`config.mk`:
```
export PLATFORM = sky130hd
export DESIGN_NAME = uart_fifo_irq_ctrl
export DESIGN_NICKNAME = d
export VERILOG_FILES = /design/src/rtl/ufic_pkg.sv /design/src/rtl/ufic_fifo.sv /design/src/rtl/ufic_irq.sv /design/src/rtl/uart_fifo_irq_ctrl.sv
export SDC_FILE = /design/constraint.sdc
export NUM_CORES = 1
export LEC_CHECK = 0
export ABC_AREA = 1
export BUFFER_PORTS_ARGS = -buffer_cell sky130_fd_sc_hd__buf_4
export CAP_MARGIN = 20
export CORE_MARGIN = 2
export CORE_UTILIZATION = 55
export CTS_CLUSTER_DIAMETER = 60
export CTS_CLUSTER_SIZE = 16
export DETAILED_ROUTE_END_ITERATION = 6
export GPL_TIMING_DRIVEN = 0
export PLACE_DENSITY = 0.76
export REMOVE_ABC_BUFFERS = 1
export SETUP_SLACK_MARGIN = 0.2
export SYNTH_ARGS = -nofsm -noshare
export SYNTH_HDL_FRONTEND = slang
export SYNTH_HIERARCHICAL = 1
export SYNTH_SLANG_ARGS = --single-unit
export TNS_END_PERCENT = 1
```
`constraint.sdc`:
```
create_clock -name clk -period 1.86 [get_ports clk]
set_input_delay 0.186 -clock clk [delete_from_list [all_inputs] [get_ports clk]]
set_output_delay 0.186 -clock clk [all_outputs]
set_load 0.01 [all_outputs]
```
`src/rtl/ufic_pkg.sv`:
```
package ufic_pkg;

    typedef struct packed {
        logic       fifo_en;
        logic       blk_mode;
        logic [1:0] trig_sel;
    } ufic_cfg_t;

    // receive trigger level, scaled from the queue depth
    function automatic int trig_level(input logic [1:0] sel, input int depth);
        case (sel)
            2'b00:   return 1;
            2'b01:   return depth / 4;
            2'b10:   return depth / 2;
            default: return depth - 2;
        endcase
    endfunction

endpackage

```
`src/rtl/ufic_fifo.sv`:
```
module ufic_fifo #(
    parameter int DEPTH = 16,
    parameter int DW    = 8,
    localparam int AW   = (DEPTH > 1) ? $clog2(DEPTH) : 1,
    localparam int CW   = $clog2(DEPTH + 1)
) (
    input  logic          clk,
    input  logic          rst_n,
    input  logic          flush,
    input  logic          push,
    input  logic [DW-1:0] push_data,
    input  logic          pop,
    output logic [DW-1:0] head,
    output logic [CW-1:0] count,
    output logic          push_ok,
    output logic          pop_ok
);

    typedef struct packed {
        logic [AW-1:0] wr_ptr;
        logic [AW-1:0] rd_ptr;
        logic [CW-1:0] count;
    } fifo_state_t;

    fifo_state_t   s_d, s_q;
    logic [DW-1:0] mem_q [DEPTH];

    function automatic logic [AW-1:0] ptr_inc(input logic [AW-1:0] p);
        return (p == AW'(DEPTH - 1)) ? '0 : p + 1'b1;
    endfunction

    always_comb begin
        s_d     = s_q;
        push_ok = push && !flush && (s_q.count != CW'(DEPTH));
        pop_ok  = pop  && !flush && (s_q.count != '0);
        if (flush) begin
            s_d = '0;
        end else begin
            if (push_ok) s_d.wr_ptr = ptr_inc(s_q.wr_ptr);
            if (pop_ok)  s_d.rd_ptr = ptr_inc(s_q.rd_ptr);
            case ({push_ok, pop_ok})
                2'b10:   s_d.count = s_q.count + 1'b1;
                2'b01:   s_d.count = s_q.count - 1'b1;
                default: s_d.count = s_q.count;
            endcase
        end
    end

    always_ff @(posedge clk or negedge rst_n) begin
        if (!rst_n) s_q <= '0;
        else        s_q <= s_d;
    end

    always_ff @(posedge clk) begin
        if (push_ok) mem_q[s_q.wr_ptr] <= push_data;
    end

    assign head  = mem_q[s_q.rd_ptr];
    assign count = s_q.count;

    assert_no_overflow_R2: assert property (@(posedge clk) disable iff (!rst_n)
        count <= CW'(DEPTH));

    assert_push_grows_R2: assert property (@(posedge clk) disable iff (!rst_n)
        (push_ok && !pop_ok) |=> (count == $past(count) + 1'b1));

    assert_flush_clears_R4: assert property (@(posedge clk) disable iff (!rst_n)
        flush |=> (count == '0));

    assert_empty_pop_R3: assert property (@(posedge clk) disable iff (!rst_n)
        (pop && !push && count == '0) |=> (count == '0));

endmodule

```
`src/rtl/ufic_irq.sv`:
```
module ufic_irq
    import ufic_pkg::*;
#(
    parameter int DEPTH = 16,
    localparam int CW   = $clog2(DEPTH + 1)
) (
    input  logic          clk,
    input  logic          rst_n,
    input  ufic_cfg_t     cfg,
    input  logic [CW-1:0] rx_count,
    input  logic [CW-1:0] tx_count,
    input  logic          rx_push_ok,
    input  logic          rx_rd_ok,
    input  logic          tx_pop_ok,
    input  logic          tx_wr_ok,
    input  logic          tx_shift_busy,
    output logic          irq,
    output logic          rx_ready,
    output logic          tx_ready,
    output logic          lsr_thre,
    output logic          lsr_temt
);

    typedef struct packed {
        logic rx_pend;
        logic tx_pend;
    } pend_t;

    pend_t         p_d, p_q;
    logic          blk_act;
    logic [CW-1:0] trig;
    logic          tx_room;
    logic          rx_over;

    always_comb begin
        blk_act = cfg.fifo_en && cfg.blk_mode;
        trig    = CW'(trig_level(cfg.trig_sel, DEPTH));
        tx_room = tx_count < CW'(DEPTH);
        rx_over = rx_count > trig;

        p_d = p_q;
        if (blk_act) begin
            p_d = '0;
        end else begin
            if (rx_push_ok)     p_d.rx_pend = 1'b1;
            else if (rx_rd_ok)  p_d.rx_pend = 1'b0;
            if (tx_pop_ok)      p_d.tx_pend = 1'b1;
            else if (tx_wr_ok)  p_d.tx_pend = 1'b0;
        end
    end

    always_ff @(posedge clk or negedge rst_n) begin
        if (!rst_n) p_q <= '0;
        else        p_q <= p_d;
    end

    always_comb begin
        if (blk_act) begin
            irq      = tx_room || rx_over;
            rx_ready = rx_over;
            tx_ready = tx_room;
        end else begin
            irq      = p_q.rx_pend || p_q.tx_pend;
            rx_ready = rx_count != '0;
            tx_ready = tx_count == '0;
        end
        lsr_thre = tx_room;
        lsr_temt = (tx_count == '0) && !tx_shift_busy;
    end

    assert_chr_rx_R5: assert property (@(posedge clk) disable iff (!rst_n)
        (!blk_act && rx_push_ok) |=> (irq || blk_act));

    assert_chr_tx_R6: assert property (@(posedge clk) disable iff (!rst_n)
        (!blk_act && tx_pop_ok) |=> (irq || blk_act));

    assert_blk_tx_R7: assert property (@(posedge clk) disable iff (!rst_n)
        (blk_act && tx_count < CW'(DEPTH)) |-> irq);

    assert_blk_rx_R8: assert property (@(posedge clk) disable iff (!rst_n)
        (blk_act && rx_count > trig) |-> (irq && rx_ready));

    assert_temt_thre_R10: assert property (@(posedge clk) disable iff (!rst_n)
        lsr_temt |-> lsr_thre);

endmodule

```
`src/rtl/uart_fifo_irq_ctrl.sv`:
```
module uart_fifo_irq_ctrl
    import ufic_pkg::*;
#(
    parameter int DEPTH = 16,
    parameter int DW    = 8,
    localparam int CW   = $clog2(DEPTH + 1)
) (
    input  logic          clk,
    input  logic          rst_n,
    input  logic          cfg_we,
    input  logic [7:0]    cfg_wdata,
    input  logic          rx_push,
    input  logic [DW-1:0] rx_push_data,
    input  logic          rx_rd,
    output logic [DW-1:0] rx_rd_data,
    input  logic          tx_wr,
    input  logic [DW-1:0] tx_wr_data,
    input  logic          tx_pop,
    output logic [DW-1:0] tx_pop_data,
    input  logic          tx_shift_busy,
    output logic          irq,
    output logic          lsr_thre,
    output logic          lsr_temt,
    output logic          rx_ready,
    output logic          tx_ready,
    output logic [CW-1:0] rx_count,
    output logic [CW-1:0] tx_count
);

    ufic_cfg_t cfg_d, cfg_q;
    logic      rx_flush, tx_flush;
    logic      rx_push_ok, rx_rd_ok, tx_wr_ok, tx_pop_ok;
    logic      unused_cfg_bits;

    assign unused_cfg_bits = ^cfg_wdata[5:4];

    always_comb begin
        cfg_d    = cfg_q;
        rx_flush = cfg_we && cfg_wdata[1];
        tx_flush = cfg_we && cfg_wdata[2];
        if (cfg_we) begin
            cfg_d.fifo_en  = cfg_wdata[0];
            cfg_d.blk_mode = cfg_wdata[3];
            cfg_d.trig_sel = cfg_wdata[7:6];
        end
    end

    always_ff @(posedge clk or negedge rst_n) begin
        if (!rst_n) cfg_q <= '0;
        else        cfg_q <= cfg_d;
    end

    ufic_fifo #(.DEPTH(DEPTH), .DW(DW)) u_rx_fifo (
        .clk       (clk),
        .rst_n     (rst_n),
        .flush     (rx_flush),
        .push      (rx_push),
        .push_data (rx_push_data),
        .pop       (rx_rd),
        .head      (rx_rd_data),
        .count     (rx_count),
        .push_ok   (rx_push_ok),
        .pop_ok    (rx_rd_ok)
    );

    ufic_fifo #(.DEPTH(DEPTH), .DW(DW)) u_tx_fifo (
        .clk       (clk),
        .rst_n     (rst_n),
        .flush     (tx_flush),
        .push      (tx_wr),
        .push_data (tx_wr_data),
        .pop       (tx_pop),
        .head      (tx_pop_data),
        .count     (tx_count),
        .push_ok   (tx_wr_ok),
        .pop_ok    (tx_pop_ok)
    );

    ufic_irq #(.DEPTH(DEPTH)) u_irq (
        .clk           (clk),
        .rst_n         (rst_n),
        .cfg           (cfg_q),
        .rx_count      (rx_count),
        .tx_count      (tx_count),
        .rx_push_ok    (rx_push_ok),
        .rx_rd_ok      (rx_rd_ok),
        .tx_pop_ok     (tx_pop_ok),
        .tx_wr_ok      (tx_wr_ok),
        .tx_shift_busy (tx_shift_busy),
        .irq           (irq),
        .rx_ready      (rx_ready),
        .tx_ready      (tx_ready),
        .lsr_thre      (lsr_thre),
        .lsr_temt      (lsr_temt)
    );

endmodule

```
==> metrics.txt, run 1 <==
flops & latches, synth=288; Reg area=about 0.0085 mm²; Synth Instances=around 1000; power per cell area=1380 mW/mm²; post-route cell area=approximately 0.015 mm²; Post-synth EDFFs=approximately 260; first-pass GRT wire length=between 40000 and 50000 µm; commonest non-fill, non-tap cells in the layout=edfxtp_1, nor2_1, nand2_1, o21ai_0, buf_4; status=finished with violations; fmax=between 400 and 500 MHz; Clk Tree Root Cell=clkbuf_16; Power, Total=20.5 mW; library cells used by synthesis=33; R2R Setup Slk=-110 ps; Final min period=about 2400 ps; DPL Wire Length=15400 µm; Pleak=around 5.3 nW; GR Util met3=3.27%; ys flop type=edfxtp_1; core region area=0.0219 mm²; M2 GR Usage=roughly two fifths; Final Skew=20.7 ps; hold path depth=1; Post-route DRC=0; cell area after placement=around 0.013 mm²; WS Path Type=register to output pin; Row Count=54; Max Buffers Root-to-Sink=3; final hold vios=0; CP Depth=7; crit share post-route=130%; wire length per cell=roughly 21 µm; CTS tree=yes; vias in the first global route=around 8100; post-route antenna net violation count=0; Max stage delay on crit path=about 570 ps; Post-synth ARST share=around 11%; CTS sink cnt=288; initial antenna violation count=0; Slowest cell on crit path=dfrtp_4; Initial Util=around 56%; Max-Cap Viols=0; clock slew at reported path FFs=about 70 ps; gr ovfl total=0; most common cell after layout, fill and taps aside=edfxtp_1; pre-CTS setup slack=-905 ps; Avg Inst Size Synth=between 10 and 15 µm²; Peak VDD IR=between 700 and 800 µV; post-synthesis sequential area ratio=~70%; Post-Syn Area=about 0.012 mm²; overall die height=around 150 µm; Multi-input gate area=roughly 0.0038 mm²; layer carrying the most global-route usage=met2; Die ar.=approximately 0.024 mm²; WP data arrival=~2200 ps; H-tree levels=1; Num CTS Buffers=23; element type at the critical path end=output pin; overall die width=154 µm; largest delay contributor family on the critical path=flip-flops; Max FO, Critical Path=13; Warnings, synthesis=6; Final nets=~1200; max_slew headroom=roughly 45%; final core utilization=between 60% and 70%; maximum number of pins on one net before global-route repair=46; I/O Pins=63; Area Growth Syn to Fin=20.4%; Min-Delay Path Class=input port to register; All-Layer GR Usage=roughly a quarter; failing checks=setup timing; layout cells sized above 1=a little over a fifth; critical path, cell by cell=buf_6 -> buf_16 -> o21ai_2 -> o32ai_2 -> o211ai_1 -> nand3_1 -> buf_4; GP Congestion=approximately 0.80; CP startpoint kind=register; Starting DRT DRC Count=812; R2R cell count=15; Setup-failing EPs final=24; M1 GR Usage=about a third; Max Slew Vio Count=0; post-DR vias/cell=6.07; CP Buf/Inv Count=3; worst skew pair latency=around 520 ps; # fillers=around 1500; Least-Margin Pin Slew=827 ps; DR pass1 iterations=5; RSZ-0062 raised after global routing=true; vias=around 8500; Diodes inserted=0; final WL=approximately 29000 µm; Data required, critical path=around 1700 ps; setup TNS=-8360 ps; final worst setup slack=-551 ps; # port buffers=60
==> path summary, 6_finish.rpt <==
check / endpoint / from
setup reg to reg: u_rx_fifo/count[4] / u_rx_fifo/count[1]
min in group asynchronous: u_tx_fifo/count[3] / rst_n
hold reg to reg: u_irq/p_q[1] / u_irq/p_q[1]
max in group asynchronous: u_rx_fifo/s_q[6] / rst_n
hold / removal: u_rx_fifo/mem_q[13][1] / rx_push_data[1]
setup / recovery: tx_pop_data[3] / u_tx_fifo/s_q[5]
==> registers in the layout, indices dropped and copies added, names as in the netlist <==
register,flops
u_irq/p_q,2
u_tx_fifo/mem_q,128
u_tx_fifo/s_q,8
u_rx_fifo/count,5
u_rx_fifo/mem_q,128
cfg_q,4
u_tx_fifo/count,5
u_rx_fifo/s_q,8
==> synthesized netlist by cell type, types with 5 or more instances <==
master      n  area (µm²)
clkbuf_1   26        97.6
o221ai_1   28         245
mux2i_1    28         280
dfrtp_1    32         801
o211ai_1    6        45.0
inv_1      46         173
inv_2       5        18.8
ha_1       18         225
nor2_1    186         698
buf_4      10        75.1
a21oi_1    10        50.1
clkinv_1    6        22.5
o21ai_0    81         405
buf_2      14        70.1
nand2_2     5        31.3
nand2_1   130         488
nand3_1    59         295
o32ai_1    36         315
edfxtp_1  256        7690
==> cell type report <==
class	instances	share of cell area, %
Sequential cell	288	57.4
Timing Repair inverter	3	0.388
Inverter	61	2.09
Timing Repair Buffer	107	7.77
Multi-Input combinational cell	620	25.6
Tap cell	280	2.36
Clock inverter	5	0.261
Clock buffer	30	4.12
==> report_power, final <==
group / switching [mW] / internal, mW
logic: 4.47 / 3.34
registers: 0.652 / 7.54
clock network: 2.14 / 2.32
==> stage by stage <==
stage	hold slack, ps	std cells
2_1_floorplan	-110	969
3_3_place_gp	156	1309
3_5_place_dp	158	1313
4_1_cts	0.434	1393
5_1_grt	3.90	1394
6_report	3.76	1394
==> worst reg2reg max path, stage by stage, from the launching register on <==
cell	delay, ps
dfrtp_2	480
nor2_4	140
nand3_1	130
nand2_4	130
inv_4	70
nand2_4	90
nand2_1	70
nand2_1	60
inv_1	60
ha_1	180
inv_1	70
nand2_1	80
nand3_1	110
nand3_1	70
nand3_1	80
nand2_1	50
==> kinds of logic after synthesis <==
kind of cell / Yosys count / synth area share, %
DFF: 288 / 68.9
and+or+nand+nor: 395 / 13.4
xor gates and xnor gates: 4 / 0.284
adders and majority gates: 18 / 1.83
AOI/OAI and AO/OA: 175 / 9.40
buffers and inverters: 111 / 3.91
muxes: 28 / 2.27
==> layer usage <==
| layer | wire [µm] | vias up |
|---|---|---|
| met2 | 14700 | 342 |
| met4 | 776 | 0 |
| li1 | - | 3856 |
| met5 | 0 | - |
| met1 | 11300 | 4203 |
| met3 | 1910 | 59 |
==> what timing repair did <==
item	4_1_cts	5_1_grt
gates resized for setup	100	68
hold buffers	25	0
endpoints found under the setup margin	286	290
pin swaps	15	13
cloned	9	1
endpoints found under the hold margin	189	0
setup buffers	11	0
Note: power is estimated with default switching activity, not from simulation.
==> run 2, diff against run 1 <==
==> constraint.sdc (replaced) <==
create_clock -name clk -period 1.86 [get_ports clk]
set_input_delay 0 -clock clk [delete_from_list [all_inputs] [get_ports clk]]
set_output_delay 0 -clock clk [all_outputs]
set_load 0.01 [all_outputs]
==> run 2 against run 1 <==
  * The flow still finishes with violations (setup timing)
  * Core utilization rose by 0.55 points
  * Cell count rose by 0.57%
  * Sequential power barely moved
  * Register-to-register slack barely moved
  * Cell area rose by 0.81%
  * Largest power group unchanged
  * Sequential cell count did not move
  * Sequential share of layout area fell by 0.46 points
  * Total power rose by 0.28%
  * Routed wire length fell by 0.69%
  * Die area did not move
  * Highest routed layer unchanged
==> metrics.txt, run 2 (synthesized netlist as in run 1, its figures left out) <==
CP Depth=7 (unchanged); Num CTS Buffers=23 (unchanged); R2R Setup Slk=-110 ps (about the same); CTS tree=yes; Critical path origin=u_tx_fifo/s_q[5]; maximum number of pins on one net before global-route repair=46 (unchanged); WP data arrival=2220 ps (about the same); worst skew pair latency=520 ps (about the same); Initial Util=56.3% (unchanged); Max Slew Vio Count=0 (unchanged); Pleak=5.32 nW (+0.36%); WS Path Type=register to output pin; Largest regs=u_rx_fifo/mem_q (128), u_tx_fifo/mem_q (128); CTS sink cnt=288 (unchanged); hold_ws=34.6 ps (+30.9 ps); setup TNS=-4980 ps (+3370 ps); Final nets=1162 (+0.69%); pre-CTS setup slack=-719 ps (+186 ps); Least-Margin Pin Slew=858 ps (+31.1 ps); r2r startpoint=u_tx_fifo/count[0]; Data required, critical path=1860 ps (+190 ps); RSZ-0062 raised after global routing=true; Setup-failing EPs final=22 (-8.3%); CP endpoint=tx_pop_data[5]; clock slew at reported path FFs=70 ps (about the same); max_slew headroom=42.6% (-2.1 points); commonest non-fill, non-tap cells in the layout=edfxtp_1, nor2_1, nand2_1, o21ai_0, buf_4; hold path depth=5 (+4); Slowest cell on crit path=dfrtp_4; Final min period=2220 ps (-191 ps); first-pass GRT wire length=43500 µm (about the same); most common cell after layout, fill and taps aside=edfxtp_1; Peak VDD IR=781 µV (-0.30%); Die ar.=0.0236 mm² (unchanged); Min-Delay Path Class=input port to register; initial antenna violation count=0 (unchanged); Reg-to-Reg End=u_tx_fifo/count[4]; critical path, cell by cell=buf_6 -> bufbuf_16 -> nor2_1 -> o32ai_2 -> nand2_1 -> nand3_2 -> buf_6; Row Count=54 (unchanged); Starting DRT DRC Count=788 (-3.0%); Final Skew=23.0 ps (+2.32 ps); R2R cell count=15 (unchanged); # port buffers=60 (unchanged); I/O Pins=63 (unchanged); Diodes inserted=0 (unchanged); failing checks=setup timing; gr ovfl total=0 (unchanged); final WL=28500 µm (-0.69%); Max stage delay on crit path=540 ps (-30 ps); CP dominant cell by count=buf_6; post-DR vias/cell=6.05 (-0.27%); CP startpoint kind=register; Max FO, Critical Path=12 (-1); Area Growth Syn to Fin=21.3%; vias in the first global route=8125 (+0.42%); crit share post-route=119% (-10 points); fmax=450 MHz (+8.6%); DR pass1 iterations=5 (unchanged); vias=8486 (+0.31%); hold path start=cfg_wdata[2]; element type at the critical path end=output pin; power per cell area=1370 mW/mm² (-0.53%); Max Buffers Root-to-Sink=3 (unchanged); GP Congestion=0.802 (unchanged); Post-route DRC=0 (unchanged); final hold vios=0 (unchanged); overall die height=154 µm (unchanged); final worst setup slack=-360 ps (+191 ps); status=finished with violations; CP Buf/Inv Count=3 (unchanged); Clk Tree Root Cell=clkbuf_16; All-Layer GR Usage=23.3% (-0.031 points); DPL Wire Length=15400 µm (unchanged); wire length per cell=20.3 µm (-1.3%); Max-Cap Viols=0 (unchanged); post-route antenna net violation count=0 (unchanged); largest delay contributor family on the critical path=flip-flops; layout cells sized above 1=22.0% (+0.11 points); H-tree levels=1 (unchanged); overall die width=154 µm (unchanged); core region area=0.0219 mm² (unchanged)
[run 2: cell types whose count changed in the layout (fill, tap and decap cells not counted)]
cell            change
nor2_4              +6
nor2_2              -6
clkinv_8            -1
nand2_4             +1
nand3_2             +2
inv_8               +1
nand2_2             -1
dlymetal6s4s_1      -4
buf_12              +1
nand3_1             -2
dlygate4sd3_1      +11
[run 2: final cells by class]
| type | instances | area (µm²) |
|---|---|---|
| well taps | 280 | 350 |
| repair buffers | 115 | 1230 |
| clock inverters | 5 | 38.8 |
| flip-flops and latches | 288 | 8520 |
| inverters | 61 | 305 |
| fillers | 1480 | 6940 |
| repair inverters | 3 | 57.6 |
| clock buffers | 30 | 612 |
| multi-input cells | 620 | 3840 |
[run 2: what timing repair did]
action                                  in CTS  in global routing
gates resized for setup                    102                 70
hold buffers                                33                  0
endpoints found under the setup margin     286                286
setup buffers                               11                  0
endpoints found under the hold margin      294                  0
gates cloned                                 9                  1
pin swaps                                   18                 18
[run 2: worst min-delay path by stage]
stage / slack, ps / endpoint
global route: 40 / u_tx_fifo/s_q[11]
floorplan: -300 / cfg_q[0]
CTS: 10 / u_tx_fifo/s_q[11]
global placement: -30 / u_tx_fifo/count[0]
finish: 30 / u_tx_fifo/s_q[11]
detailed placement: -30 / u_tx_fifo/count[3]
[run 2: where the power goes]
group / switching (mW) / internal, mW
Combinational: 4.51 / 3.36
Clock: 2.13 / 2.32
Sequential: 0.656 / 7.54
[run 2: per-layer routing]
metal	vias up	share of wire (%)	global-route usage [%]
met3	76	7.8	3.38
met5	-	0	0
met2	414	50	39.3
met1	4132	39	31.6
li1	3864	-	-
met4	0	3.1	7.43
[run 2: metrics by stage]
stage	cell area, µm²	total power [mW]	utilization, %	cells
6_report	15000	20.5	68.3	1402
3_3_place_gp	12900	13.7	58.8	1309
5_1_grt	15000	21.5	68.3	1402
4_1_cts	14600	20.0	66.9	1401
3_5_place_dp	13000	14.0	59.3	1313
2_1_floorplan	12100	11.7	-	969
[run 2: worst register-to-register path: stages, from the launching register on]
cell and delay [ps]:
dfrtp_2 450, nor2_2 150, nand3_1 140, nand2_4 140, inv_4 70, nand3_1 130, nand2_1 70, inv_1 70
ha_1 150, inv_1 50, nand2_1 120, nand3_2 100, nand2_1 70, nand2_1 50, nand3_1 70, nand2_1 50
